`config.mk`:
```
export PLATFORM = sky130hd
export DESIGN_NAME = sync_serial_xcvr
export DESIGN_NICKNAME = d
export VERILOG_FILES = /design/src/rtl/ssx_pkg.sv /design/src/rtl/ssx_clkgen.sv /design/src/rtl/ssx_shifter.sv /design/src/rtl/sync_serial_xcvr.sv
export SDC_FILE = /design/constraint.sdc
export NUM_CORES = 1
export LEC_CHECK = 0
export BUFFER_PORTS_ARGS = -buffer_cell sky130_fd_sc_hd__buf_2
export CAP_MARGIN = 20
export CORE_MARGIN = 2
export CORE_UTILIZATION = 45
export DETAILED_ROUTE_END_ITERATION = 16
export GPL_ROUTABILITY_DRIVEN = 1
export PLACE_DENSITY = 0.66
export SLEW_MARGIN = 20
export SYNTH_ARGS = -nofsm -noshare
export SYNTH_HDL_FRONTEND = slang
export SYNTH_SLANG_ARGS = --single-unit
```
`constraint.sdc`:
```
create_clock -name clk -period 2.21 [get_ports clk]
set_input_delay 0.3315 -clock clk [delete_from_list [all_inputs] [get_ports clk]]
set_output_delay 0.3315 -clock clk [all_outputs]
set_load 0.02 [all_outputs]
```
`src/rtl/ssx_pkg.sv`:
```
package ssx_pkg;

    localparam logic [1:0] MODE_DUPLEX = 2'b10;

    typedef enum logic [1:0] {
        A_CTRL = 2'd0,
        A_STAT = 2'd1,
        A_TXB  = 2'd2,
        A_RXB  = 2'd3
    } ssx_addr_e;

    typedef struct packed {
        logic       lsb_first;
        logic       ext_clk;
        logic       start;
        logic [1:0] mode;
    } ssx_ctrl_t;

    typedef enum logic {
        PH_WAIT  = 1'b0,
        PH_SHIFT = 1'b1
    } ssx_phase_e;

endpackage

```
`src/rtl/ssx_clkgen.sv`:
```
module ssx_clkgen #(
    parameter int HALF_DIV = 4
) (
    input  logic clk,
    input  logic rst_n,
    input  logic ext_sel,
    input  logic run,
    input  logic sck_in,
    output logic fall_ev,
    output logic rise_ev,
    output logic sck_out
);
    localparam int CW = (HALF_DIV < 2) ? 1 : $clog2(HALF_DIV);

    typedef struct packed {
        logic [2:0]    sync;
        logic [CW-1:0] cnt;
        logic          lvl;
    } cg_t;

    cg_t r_q, r_d;
    logic run_int, wrap;

    always_comb begin
        r_d     = r_q;
        r_d.sync = {r_q.sync[1:0], sck_in};
        run_int = run && !ext_sel;
        wrap    = run_int && (r_q.cnt == CW'(HALF_DIV - 1));
        if (!run_int) begin
            r_d.cnt = '0;
            r_d.lvl = 1'b1;
        end else if (wrap) begin
            r_d.cnt = '0;
            r_d.lvl = ~r_q.lvl;
        end else begin
            r_d.cnt = r_q.cnt + CW'(1);
        end
        if (ext_sel) begin
            fall_ev = r_q.sync[2] & ~r_q.sync[1];
            rise_ev = ~r_q.sync[2] & r_q.sync[1];
            sck_out = 1'b1;
        end else begin
            fall_ev = wrap & r_q.lvl;
            rise_ev = wrap & ~r_q.lvl;
            sck_out = r_q.lvl;
        end
    end

    always_ff @(posedge clk or negedge rst_n) begin
        if (!rst_n) begin
            r_q      <= '0;
            r_q.sync <= 3'b111;
            r_q.lvl  <= 1'b1;
        end else begin
            r_q <= r_d;
        end
    end

    AST_EXT_CLK_OUT_HIGH: assert property (@(posedge clk) disable iff (!rst_n)
        ext_sel |-> sck_out);

endmodule

```
`src/rtl/ssx_shifter.sv`:
```
module ssx_shifter #(
    parameter int DW = 8
) (
    input  logic          clk,
    input  logic          rst_n,
    input  logic          load,
    input  logic          adv,
    input  logic          smp,
    input  logic          lsb_first,
    input  logic [DW-1:0] tx_word,
    input  logic          sin,
    output logic          sout,
    output logic [DW-1:0] rx_next
);
    typedef struct packed {
        logic [DW-1:0] tx;
        logic [DW-1:0] rx;
        logic          so;
    } sh_t;

    sh_t r_q, r_d;
    logic [DW-1:0] src;

    always_comb begin
        r_d = r_q;
        src = load ? tx_word : r_q.tx;
        if (load || adv) begin
            if (lsb_first) begin
                r_d.so = src[0];
                r_d.tx = src >> 1;
            end else begin
                r_d.so = src[DW-1];
                r_d.tx = src << 1;
            end
        end
        if (smp) begin
            if (lsb_first) r_d.rx = {sin, r_q.rx[DW-1:1]};
            else           r_d.rx = {r_q.rx[DW-2:0], sin};
        end
        rx_next = r_d.rx;
        sout    = r_q.so;
    end

    always_ff @(posedge clk or negedge rst_n) begin
        if (!rst_n) begin
            r_q    <= '0;
            r_q.so <= 1'b1;
        end else begin
            r_q <= r_d;
        end
    end

    AST_SOUT_MOVES_ON_FALL_ONLY: assert property (@(posedge clk) disable iff (!rst_n)
        (!load && !adv) |=> $stable(sout));

endmodule

```
`src/rtl/sync_serial_xcvr.sv`:
```
module sync_serial_xcvr
    import ssx_pkg::*;
#(
    parameter int DW       = 8,
    parameter int HALF_DIV = 4
) (
    input  logic          clk,
    input  logic          rst_n,
    input  logic          wr_en,
    input  logic          rd_en,
    input  logic [1:0]    addr,
    input  logic [DW-1:0] wdata,
    output logic [DW-1:0] rdata,
    input  logic          sck_in,
    output logic          sck_out,
    output logic          sck_oe,
    input  logic          sin,
    output logic          sout,
    output logic          irq
);
    localparam int CNTW = $clog2(DW);

    typedef struct packed {
        ssx_ctrl_t      ctrl;
        logic [DW-1:0]  txb;
        logic [DW-1:0]  rxb;
        logic           tx_empty;
        logic           rx_full;
        logic           rx_err;
        logic           busy;
        logic           shifting;
        ssx_phase_e     phase;
        logic [CNTW-1:0] fcnt;
        logic [CNTW-1:0] rcnt;
        logic           irq;
    } st_t;

    st_t r_q, r_d;
    logic fall_ev, rise_ev, run, load, adv, smp;
    logic go, in_shift, rx_rd, wr_ctrl, wr_stat, wr_txb;
    logic [DW-1:0] rx_next;

    always_comb begin
        r_d      = r_q;
        r_d.irq  = 1'b0;
        go       = r_q.ctrl.start && (r_q.ctrl.mode == MODE_DUPLEX);
        in_shift = (r_q.phase == PH_SHIFT);
        run      = go || (r_q.busy && in_shift);
        load     = !in_shift && fall_ev && go;
        adv      = in_shift && fall_ev;
        smp      = in_shift && rise_ev;
        rx_rd    = rd_en && (addr == A_RXB);
        wr_ctrl  = wr_en && (addr == A_CTRL);
        wr_stat  = wr_en && (addr == A_STAT);
        wr_txb   = wr_en && (addr == A_TXB);

        if (rx_rd) r_d.rx_full = 1'b0;
        if (!in_shift && r_q.busy && !go) r_d.busy = 1'b0;

        if (load) begin
            r_d.busy     = 1'b1;
            r_d.shifting = 1'b1;
            r_d.phase    = PH_SHIFT;
            r_d.fcnt     = '0;
            r_d.rcnt     = '0;
        end

        if (adv) begin
            r_d.fcnt = r_q.fcnt + CNTW'(1);
            if (r_q.fcnt == CNTW'(DW - 2)) r_d.shifting = 1'b0;
        end

        if (smp) begin
            if (r_q.rcnt == '0) r_d.tx_empty = 1'b1;
            r_d.rcnt = r_q.rcnt + CNTW'(1);
            if (r_q.rcnt == CNTW'(DW - 1)) begin
                r_d.phase = PH_WAIT;
                r_d.rcnt  = '0;
                if (r_q.rx_full && !rx_rd) begin
                    r_d.rx_err = 1'b1;
                end else begin
                    r_d.rxb     = rx_next;
                    r_d.rx_full = 1'b1;
                    r_d.irq     = !r_q.rx_err;
                end
                if (!go) r_d.busy = 1'b0;
            end
        end

        if (wr_ctrl) r_d.ctrl = ssx_ctrl_t'(wdata[4:0]);
        if (wr_stat && !wdata[4]) r_d.rx_err = 1'b0;
        if (wr_txb) begin
            r_d.txb      = wdata;
            r_d.tx_empty = 1'b0;
        end
    end

    always_ff @(posedge clk or negedge rst_n) begin
        if (!rst_n) begin
            r_q          <= '0;
            r_q.tx_empty <= 1'b1;
        end else begin
            r_q <= r_d;
        end
    end

    always_comb begin
        rdata = '0;
        case (addr)
            A_CTRL:  rdata[4:0] = r_q.ctrl;
            A_STAT:  rdata[4:0] = {r_q.rx_err, r_q.rx_full, r_q.tx_empty,
                                   r_q.shifting, r_q.busy};
            A_TXB:   rdata = r_q.txb;
            default: rdata = r_q.rxb;
        endcase
    end

    ssx_clkgen #(.HALF_DIV(HALF_DIV)) u_clk (
        .clk     (clk),
        .rst_n   (rst_n),
        .ext_sel (r_q.ctrl.ext_clk),
        .run     (run),
        .sck_in  (sck_in),
        .fall_ev (fall_ev),
        .rise_ev (rise_ev),
        .sck_out (sck_out)
    );

    ssx_shifter #(.DW(DW)) u_shift (
        .clk       (clk),
        .rst_n     (rst_n),
        .load      (load),
        .adv       (adv),
        .smp       (smp),
        .lsb_first (r_q.ctrl.lsb_first),
        .tx_word   (r_q.txb),
        .sin       (sin),
        .sout      (sout),
        .rx_next   (rx_next)
    );

    assign sck_oe = !r_q.ctrl.ext_clk;
    assign irq    = r_q.irq;

    AST_IRQ_WITH_FULL: assert property (@(posedge clk) disable iff (!rst_n)
        irq |-> r_q.rx_full);
    AST_NO_IRQ_WHILE_ERR: assert property (@(posedge clk) disable iff (!rst_n)
        r_q.rx_err |-> !irq);
    AST_RXB_KEPT_ON_OVERRUN: assert property (@(posedge clk) disable iff (!rst_n)
        $rose(r_q.rx_err) |-> $stable(r_q.rxb));
    AST_SHIFT_IN_BUSY: assert property (@(posedge clk) disable iff (!rst_n)
        r_q.shifting |-> r_q.busy);
    AST_TXB_WRITE_CLEARS: assert property (@(posedge clk) disable iff (!rst_n)
        (wr_en && addr == A_TXB) |=> !r_q.tx_empty);
    AST_BUSY_ON_FALL: assert property (@(posedge clk) disable iff (!rst_n)
        $rose(r_q.busy) |-> $past(fall_ev));
    AST_IDLE_CLOCK_HIGH: assert property (@(posedge clk) disable iff (!rst_n)
        (!r_q.busy && !r_q.ctrl.ext_clk) |-> sck_out);

endmodule

```
==> results.md, run 1 <==
* Initial DRC count at 84
* Overflow left after global routing at 0
* Antenna cells at 0
* Worst Tran Pin Value at 0.604 ns
* Vias in the first global route at 1961
* Worst-case reg-to-reg path depth at 4
* First-pass GRT wire length at 9.66 mm
* Final core utilization at 54.0%
* Core area at 6030 um^2
* Peak Freq at 0.508 GHz
* RSZ-0062 raised after global routing: no
* Reg2Reg Setup Slack at 0.24 ns
* Root Buffer: clkbuf_8
* Met2 usage at 28.4%
* CTS tree: done
* Total GRT Usage at 17.8%
* Layout cells sized above 1 at 38.3%
* Worst-path maximum fanout at 9
* CP max stage cell: a221oi_4
* Pwr Density at 931 nW/um^2
* PnR Total Power at 3030 uW
* Critical path depth in cells at 4
* CP cell instances: and3b_2 -> o2111ai_4 -> a221oi_4 -> mux2_2
* Met1 track demand over resource at 23.0%
* Clock Pin Slew Worst Setup and Hold Paths at 0.06 ns
* Die area at 6960 um^2
* Setup WS post-layout at 0.241 ns
* Non-filler cells, final at 331
* Dpl cells at 314
* Post-detailed-route wirelength per cell at 17.3 um
* Final worst path period need at 1.97 ns
* Worst Skew at 0.00513 ns
* Setup TNS at 0 ns
* Worst hold path type: input port to register
* Boundary pin count at 28
* Hold Path Stages at 1
* Layout area overhead at 14.7%
* Die Height at 83.4 um
* Post-synth EDFFs at 0
* Crit share post-route at 89.1%
* Vias per cell at 5.65
* Critical Path Start: r_q[29]$_DFFE_PN0P_
* Post-Route WL at 5.73 mm
* CTS Buf Count at 9
* DR DRC count at 0
* Top_reg_cell synth: dfrtp_1
* Sequential area share after synthesis at 50.5%
* Yosys cell types at 47
* Number of max-cap violations at 0
* Placer congestion estimate at 0.844
* Seq cells post-synth at 57
* Status: finished, final reports clean
* Die W at 83.4 um
* Final Hold Viols at 0
* HPWL Detailed at 4.20 mm
* Initial core utilization at 47.1%
* RR Startpoint: r_q[29]$_DFFE_PN0P_
* RR Endpoint: r_q[13]$_DFFE_PN0P_
* Via Count at 1870
* Worst Setup Start Kind: register
* Synth async-reset ratio at 100%
* Hold Crit Start: sck_in
* Critical Path End Type: register
* CP top delay family: compound AO/OA/AOI/OAI gates
* Clock insertion delay at the later pin of the skew report at 0.33 ns
* Layer with the highest usage: met2
* CTS sink cnt at 57
* Post-CTS setup buffers at 0
* Mapped Cells at 218
* Yosys warnings at 0
* Hold EP: u_clk.r_d[4]$_DFF_PN1_
* Met3 Track Usage GR at 6.46%
* Initial antenna violation count at 0
* Syn Std Cell Area at 2840 um^2
* Syn_area_per_cell at 13.0 um^2
* # H-tree levels at 3
* Routed Antenna Nets at 0
* Worst VDD drop at 470 uV
* Std cell rows at 28
* Finish-stage setup viols at 0
* Buf/Inv on CP at 0
* Worst EP arrival at 2.18 ns
* # port buffers at 27
* Slew Limit Fails at 0
* WP data required at 2.43 ns
* DRT Pass-1 Iters at 4
* Net Count, Synth at 240
* Pleak at 0.00148 uW
* Largest net degree at the start of global routing at 35
* Slew margin rel. at 59.7%
* Worst slack, placed at 0.228 ns
* Critical path class: register to register
* Nets at 273
* CTS max path bufs at 2
* Max stage delay on crit path at 0.54 ns
-- cells in the mapped netlist (all sizes together) (4+ instances only) --
master / n / share of area (%)
ha: 6 / 2.6
mux2: 36 / 14
o2bb2ai: 4 / 1.2
a21oi: 7 / 1.2
clkbuf: 5 / 0.70
nand3b: 4 / 1.1
mux2i: 9 / 3.2
nor2b: 4 / 0.88
o21ai: 7 / 1.2
a221o: 5 / 1.8
buf: 5 / 0.84
dfstp: 6 / 5.6
nand3: 6 / 1.1
mux4: 5 / 4.0
nand2: 9 / 1.2
dfrtp: 51 / 45
inv: 7 / 0.93
a22o: 5 / 1.5
nor2: 4 / 0.62
-- kinds of logic (layout without fill, tap and decap cells) --
family	after synthesis	count (layout)	share of synthesized area [%]
xor gates and xnor gates	1	1	0.309
adders and majority gates	6	6	2.64
buffers and inverters	17	55	2.47
AOI/OAI and AO/OA	48	48	13.9
muxes	50	50	21.4
DFF	57	57	50.5
and+or+nand+nor	39	39	8.73
-- area by class of cell --
cell class              instances  area (um^2)
clock inverters                 4         45.0
well taps                      75         93.8
repair buffers                 32          188
fillers                       521         2770
multi-input cells             144         1340
inverters                       7         26.3
clock buffers                  12          135
flip-flops and latches         57         1430
-- power breakdown --
group          switching, uW  total, uW  internal, uW
sequential               211       1470          1260
combinational            306        655           348
clock                    394        910           516
total                    911       3030          2120
-- stage by stage --
step | area [um^2] | hold slack, ns
finish | 3260 | 0.0933
CTS | 3260 | 0.0777
detailed placement | 3070 | 0.347
global placement | 3070 | 0.346
floorplan | 2840 | 0.0359
global route | 3260 | 0.0712
-- worst register-to-register path: cells and delay by family (launching register included) --
kind | cells | cell delay (ns)
AND/OR/NAND/NOR | 1 | 0.31
flip-flops | 1 | 0.41
multiplexers | 1 | 0.39
AO/OA/AOI/OAI | 2 | 0.75
-- flip-flops by register name (all words and copies together) (netlist names) --
| register | count |
|---|---|
| u_clk.r_q | 4 |
| irq | 1 |
| u_shift.sout | 1 |
| in_shift | 1 |
| r_q | 32 |
| u_clk.r_d | 2 |
| u_shift.r_q | 16 |
-- per-layer routing --
layer  vias to the layer above  wire length (um)
li1                        890                 -
met1                       938              2670
met2                        34              2800
met3                         8               201
met4                         0                59
met5                         -                 0
-- layout by cell type, fill, tap and decap left out, types with 4 or more instances in the layout --
master     count
ha_1           6
inv_1          7
clkbuf_8       9
a221o_1        5
o21ai_0        6
a22o_1         5
nor2b_1        4
nand2_1        9
nand3b_1       4
nand3_1        6
a21oi_1        7
mux2i_1        9
mux2_2        36
mux4_2         5
dfrtp_1       51
dfstp_2        6
buf_2         27
o2bb2ai_1      4
-- worst max-delay path by stage --
stage                                      to  slack, ns
final                     r_q[13]$_DFFE_PN0P_       0.24
after detailed placement  r_q[19]$_DFFE_PN0P_       0.23
after floorplan           r_q[13]$_DFFE_PN0P_       0.41
after global placement    r_q[19]$_DFFE_PN0P_       0.29
after CTS                 r_q[13]$_DFFE_PN0P_       0.23
after global routing      r_q[13]$_DFFE_PN0P_       0.16
-- timing repair --
| item | CTS | global route |
|---|---|---|
| gates resized for setup | 0 | 0 |
| hold buffers | 1 | 0 |
| hold endpoints to repair | 6 | 0 |
Power figures use the tool's default switching activity.
==> run 2: changes to the inputs <==
--- a/config.mk
+++ b/config.mk
@@ -6,12 +6,15 @@
 export NUM_CORES = 1
 export LEC_CHECK = 0
 export BUFFER_PORTS_ARGS = -buffer_cell sky130_fd_sc_hd__buf_2
-export CAP_MARGIN = 20
+export CAP_MARGIN = 30
+export CELL_PAD_IN_SITES_DETAIL_PLACEMENT = 1
+export CELL_PAD_IN_SITES_GLOBAL_PLACEMENT = 1
 export CORE_MARGIN = 2
 export CORE_UTILIZATION = 45
+export CTS_CLUSTER_DIAMETER = 200
 export DETAILED_ROUTE_END_ITERATION = 16
 export GPL_ROUTABILITY_DRIVEN = 1
-export PLACE_DENSITY = 0.66
+export PLACE_DENSITY = 0.78
 export SLEW_MARGIN = 20
 export SYNTH_ARGS = -nofsm -noshare
 export SYNTH_HDL_FRONTEND = slang
==> run 2 against run 1 <==
Net effect:
- critical path depth is the same
- routed wire length grew 11%
- hold slack worse by 0.080 ns
- register-to-register slack got worse by 0.02 ns
- combinational power up 3%
- count of clock-buffer cells in the layout down 1
- total power increased by 10%
- fmax down 0.86%
- cell count stayed put
- worst setup slack worse by 0.017 ns
- largest power group unchanged
==> results.md, run 2 (synthesis results as in run 1) <==
* Status: finished, final reports clean (unchanged)
* Initial core utilization at 47.1% (unchanged)
* Clock insertion delay at the later pin of the skew report at 0.34 ns (was 0.33 ns)
* Post-detailed-route wirelength per cell at 19.3 um (was 17.3 um)
* Reg2Reg Setup Slack at 0.22 ns (was 0.24 ns)
* CTS Buf Count at 9 (unchanged)
* Layout cells sized above 1 at 39.5% (was 38.3%)
* WP data required at 2.43 ns (about the same)
* Root Buffer: clkbuf_8 (unchanged)
* Total GRT Usage at 19.7% (was 17.8%)
* Worst EP arrival at 2.21 ns (was 2.18 ns)
* Worst-case reg-to-reg path depth at 4 (unchanged)
* Commonest non-fill, non-tap cell in the layout: dfrtp_1 (unchanged)
* CTS sink cnt at 57 (unchanged)
* Via Count at 1883 (was 1870)
* RSZ-0062 raised after global routing: no (unchanged)
* Antenna cells at 0 (unchanged)
* Die W at 83.4 um (unchanged)
* Finished Cell Area at 3320 um^2 (was 3260 um^2)
* Resize count post-CTS at 0 (unchanged)
* DRT Pass-1 Iters at 4 (unchanged)
* Critical Path Start: r_q[29]$_DFFE_PN0P_ (unchanged)
* Finish-stage setup viols at 0 (unchanged)
* # port buffers at 27 (unchanged)
* Largest Register: r_q (unchanged)
* Number of max-cap violations at 0 (unchanged)
* Clock Pin Slew Worst Setup and Hold Paths at 0.07 ns (was 0.06 ns)
* Worst Setup Start Kind: register (unchanged)
* Std cell rows at 28 (unchanged)
* Worst VDD drop at 518 uV (was 470 uV)
* Core area at 6030 um^2 (unchanged)
* Slew Limit Fails at 0 (unchanged)
* Vias per cell at 5.69 (was 5.65)
* HPWL Detailed at 4.77 mm (was 4.20 mm)
* Die Height at 83.4 um (unchanged)
* Pwr Density at 1010 nW/um^2 (was 931 nW/um^2)
* Hold WS at 0.0138 ns (was 0.0933 ns)
* Largest net degree at the start of global routing at 32 (was 35)
* First-pass GRT wire length at 10.7 mm (was 9.66 mm)
* Post-CTS Hold Buffers at 0 (was 1)
* Placement Cell Area at 3070 um^2 (about the same)
* # H-tree levels at 3 (unchanged)
* Die area at 6960 um^2 (unchanged)
* Pleak at 0.00151 uW (was 0.00148 uW)
* CTS tree: done (unchanged)
* Critical path class: register to register (unchanged)
* Placer congestion estimate at 0.759 (was 0.844)
* Worst-path maximum fanout at 9 (unchanged)
* Initial DRC count at 82 (was 84)
* Vias in the first global route at 2056 (was 1961)
* CTS max path bufs at 2 (unchanged)
* Regs by FF count: r_q: 32 flops, u_shift.r_q: 16 flops, u_clk.r_q: 4 flops (unchanged)
* Worst Skew at 0.00992 ns (was 0.00513 ns)
* Post-Route WL at 6.38 mm (was 5.73 mm)
* Worst Tran Pin Value at 0.628 ns (was 0.604 ns)
* Final Hold Viols at 0 (unchanged)
* Max reg flops at 32 (unchanged)
* Most frequent cells in the layout: 51 x dfrtp_1, 36 x mux2_2, 27 x buf_2 (unchanged)
* CP Capture Point: r_q[18]$_DFFE_PN0P_ (was r_q[13]$_DFFE_PN0P_)
* Slew margin rel. at 58.2% (was 59.7%)
* PnR Total Power at 3350 uW (was 3030 uW)
* Initial antenna violation count at 0 (unchanged)
* Peak Freq at 0.504 GHz (was 0.508 GHz)
* Critical Path End Type: register (unchanged)
* Nets at 273 (unchanged)
* Worst hold path type: input port to async pin (was input port to register)
* RR Startpoint: r_q[29]$_DFFE_PN0P_ (unchanged)
* RR Endpoint: r_q[18]$_DFFE_PN0P_ (was r_q[13]$_DFFE_PN0P_)
* Post-CTS setup buffers at 0 (unchanged)
* Boundary pin count at 28 (unchanged)
* DR DRC count at 0 (unchanged)
* Setup TNS at 0 ns (unchanged)
* Crit share post-route at 89.9% (was 89.1%)
* Final worst path period need at 1.99 ns (was 1.97 ns)
* Overflow left after global routing at 0 (unchanged)
* Layout area overhead at 16.9% (was 14.7%)
* Routed Antenna Nets at 0 (unchanged)
==> run 2: changes by cell type in the layout (fill, tap and decap cells not counted), sizes merged <==
cell         delta
clkinvlp        +1
bufinv          +2
clkbuf          -1
dlygate4sd3     -1
buf             +1
clkinv          -2
==> run 2: layer usage <==
metal	up-vias	track usage, %	part of all wire, %
li1	890	-	-
met1	958	25.9	46
met2	29	32.6	49
met3	6	4.77	3.2
met4	0	5.72	1.1
met5	-	0	0
==> run 2: report_power, final <==
group,internal [uW],leakage (uW),switching (uW)
clock network,778,0.000120,423
registers,1260,0.000728,219
logic,350,0.000663,323
total,2380,0.00151,965
==> run 2: worst max-delay path, stage by stage (launching register included) <==
cell,delay (ns)
dfrtp_1,0.41
and3b_2,0.31
o2111ai_4,0.19
a221oi_4,0.56
mux2_2,0.40
==> run 2: layout make-up <==
type	count	area, um^2
well taps	75	93.8
clock inverters	5	103
flip-flops and latches	57	1430
repair buffers	32	185
multi-input cells	144	1340
fillers	619	2710
inverters	7	26.3
clock buffers	11	141
==> run 2: stage by stage <==
step	cells	worst slack, ns	util, %
after floorplan	218	0.413	-
after global placement	315	0.280	51.0
after detailed placement	315	0.242	51.0
after CTS	331	0.211	55.1
after global routing	331	0.119	55.1
final	331	0.224	55.1
==> run 2: how the worst min path moves through the flow <==
stage / startpoint / endpoint / slack (ns) / cells after the start
floorplan: rst_n / in_shift$_DFF_PN0_ / 0.04 / 0
global placement: u_clk.r_d[4]$_DFF_PN1_ / u_clk.r_d[5]$_DFF_PN1_ / 0.35 / 0
detailed placement: u_clk.r_d[4]$_DFF_PN1_ / u_clk.r_d[5]$_DFF_PN1_ / 0.35 / 0
CTS: rst_n / in_shift$_DFF_PN0_ / 0.03 / 1
global route: rst_n / r_q[24]$_DFFE_PN0P_ / 0.06 / 1
finish: rst_n / u_clk.r_q[2]$_DFF_PN0_ / 0.01 / 1
==> run 3: changes to the inputs <==
--- a/config.mk
+++ b/config.mk
@@ -15,6 +15,7 @@
 export DETAILED_ROUTE_END_ITERATION = 16
 export GPL_ROUTABILITY_DRIVEN = 1
 export PLACE_DENSITY = 0.78
+export RECOVER_POWER = 25
 export SLEW_MARGIN = 20
 export SYNTH_ARGS = -nofsm -noshare
 export SYNTH_HDL_FRONTEND = slang
==> constraint.sdc (replaced) <==
create_clock -name clk -period 2.21 [get_ports clk]
set_input_delay 0.221 -clock clk [delete_from_list [all_inputs] [get_ports clk]]
set_output_delay 0.221 -clock clk [all_outputs]
set_load 0.02 [all_outputs]
==> run 3 against run 2 <==
Net effect:
- die area unchanged
- global-route usage up 0.32 points
- cell area down 2.5%
- highest routed layer unchanged
==> results.md, run 3 (synthesis results as in run 1) <==
* Status: finished, final reports clean (unchanged)
* Worst Tran Pin Value at 1.38 ns (was 0.628 ns)
* Largest Register: r_q (unchanged)
* Max reg flops at 32 (unchanged)
* Antenna cells at 0 (unchanged)
* Pwr Density at 926 nW/um^2 (was 1010 nW/um^2)
* Number of max-cap violations at 0 (unchanged)
* Worst-path maximum fanout at 9 (unchanged)
* # port buffers at 27 (unchanged)
* Resize count post-CTS at 0 (unchanged)
* DRT Pass-1 Iters at 4 (unchanged)
* Post-Route WL at 6.44 mm (was 6.38 mm)
* Boundary pin count at 28 (unchanged)
* Vias per cell at 5.82 (was 5.69)
* Layout area overhead at 14.0% (was 16.9%)
* Setup TNS at 0 ns (unchanged)
* Via Count at 1931 (was 1883)
* Root Buffer: clkbuf_8 (unchanged)
* Peak Freq at 0.500 GHz (was 0.504 GHz)
* Worst hold path type: input port to register (was input port to async pin)
* Non-filler cells, final at 332 (was 331)
* Hold WS at 0.117 ns (was 0.0138 ns)
* Dpl cells at 315 (unchanged)
* Post-CTS setup buffers at 0 (unchanged)
* Post-detailed-route wirelength per cell at 19.4 um (was 19.3 um)
* Most frequent cells in the layout: 51 x dfrtp_1, 36 x mux2_2, 27 x buf_2 (unchanged)
* Initial DRC count at 60 (was 82)
* PnR Total Power at 3000 uW (was 3350 uW)
* Worst VDD drop at 369 uV (was 518 uV)
* Setup WS post-layout at 0.211 ns (was 0.224 ns)
* Worst EP arrival at 2.22 ns (was 2.21 ns)
* Crit share post-route at 90.5% (was 89.9%)
* Regs by FF count: r_q: 32 flops, u_shift.r_q: 16 flops, u_clk.r_q: 4 flops (unchanged)
* Fillers at 623 (was 619)
* Routed Antenna Nets at 0 (unchanged)
* First-pass GRT wire length at 10.9 mm (was 10.7 mm)
* Commonest non-fill, non-tap cell in the layout: dfrtp_1 (unchanged)
* Std cell rows at 28 (unchanged)
* Worst Skew at 0.00510 ns (was 0.00992 ns)
* HPWL Detailed at 4.68 mm (was 4.77 mm)
* WP data required at 2.43 ns (about the same)
* Initial antenna violation count at 0 (unchanged)
* CTS tree: done (unchanged)
* Finish-stage setup viols at 0 (unchanged)
* Post-CTS Hold Buffers at 1 (was 0)
* RSZ-0062 raised after global routing: no (unchanged)
* Overflow left after global routing at 0 (unchanged)
* CTS sink cnt at 57 (unchanged)
* # H-tree levels at 3 (unchanged)
* Worst slack, placed at 0.224 ns (was 0.242 ns)
* Die Height at 83.4 um (unchanged)
* Nets at 274 (was 273)
* Final worst path period need at 2.00 ns (was 1.99 ns)
* Critical Path End Type: register (unchanged)
* DR DRC count at 0 (unchanged)
* Clock insertion delay at the later pin of the skew report at 0.34 ns (about the same)
* Final Hold Viols at 0 (unchanged)
* Clock Pin Slew Worst Setup and Hold Paths at 0.07 ns (about the same)
* Critical path class: register to register (unchanged)
* Die W at 83.4 um (unchanged)
* CTS Buf Count at 9 (unchanged)
* Placer congestion estimate at 0.827 (was 0.759)
* Pleak at 0.00147 uW (was 0.00151 uW)
* CTS max path bufs at 2 (unchanged)
* Die area at 6960 um^2 (unchanged)
* Total GRT Usage at 20.0% (was 19.7%)
* Core area at 6030 um^2 (unchanged)
* Slew Limit Fails at 0 (unchanged)
* Layout cells sized above 1 at 38.1% (was 39.5%)
* Slew margin rel. at 7.99% (was 58.2%)
* Initial core utilization at 47.1% (unchanged)
* Vias in the first global route at 2121 (was 2056)
* Largest net degree at the start of global routing at 58 (was 32)
* Worst Setup Start Kind: register (unchanged)
-- run 3: changes by cell type in the layout (fill, tap and decap cells not counted), sizes merged --
cell and delta:
buf -1, dlygate4sd3 +1, clkinv +1, bufinv -3, clkbuf +3
-- run 3: power by group --
group / switching, uW / internal, uW
combinational: 319 / 350
clock: 415 / 435
sequential: 221 / 1260
total: 955 / 2040
-- run 3: area by class of cell --
type                       count  area [um^2]  area share, %
timing repair buffer          33          180           5.57
clock inverter                 3         17.5          0.541
tap                           75         93.8           2.90
multi-input combinational    144         1340           41.3
sequential                    57         1430           44.3
inverter                       7         26.3          0.812
clock buffer                  13          149           4.60
-- run 3: worst paths after layout --
path / start / end / slack, ns / cells after the start
max: r_q[29]$_DFFE_PN0P_ / r_q[18]$_DFFE_PN0P_ / 0.21 / 4
min: wdata[6] / r_q[27]$_DFFE_PN0P_ / 0.12 / 2
max reg2reg: r_q[29]$_DFFE_PN0P_ / r_q[18]$_DFFE_PN0P_ / 0.21 / 4
min reg2reg: u_clk.r_d[4]$_DFF_PN1_ / u_clk.r_d[5]$_DFF_PN1_ / 0.36 / 0
max in group asynchronous: rst_n / r_q[6]$_DFFE_PN0P_ / 1.10 / 2
min in group asynchronous: rst_n / r_q[4]$_DFFE_PN0P_ / 0.28 / 2
-- run 3: per-layer routing --
metal | up-vias | share of wire [%] | wire [um] | track usage, %
li1 | 896 | - | - | -
met1 | 994 | 47 | 3040 | 26.3
met2 | 31 | 49 | 3170 | 33.0
met3 | 10 | 2.3 | 151 | 3.78
met4 | 0 | 1.3 | 85 | 7.62
met5 | - | 0 | 0 | 0
-- run 3: worst max-delay path, cell delays in order, from the launching register on --
cell and delay, ns:
dfrtp_1 0.41, and3b_2 0.31, o2111ai_4 0.19, a221oi_4 0.56, mux2_2 0.40
-- run 3: through the flow --
step                      instance area, um^2  utilization [%]
after floorplan                          2840                -
after global placement                   3060             50.8
after detailed placement                 3060             50.8
after CTS                                3240             53.7
after global routing                     3240             53.7
final                                    3240             53.7
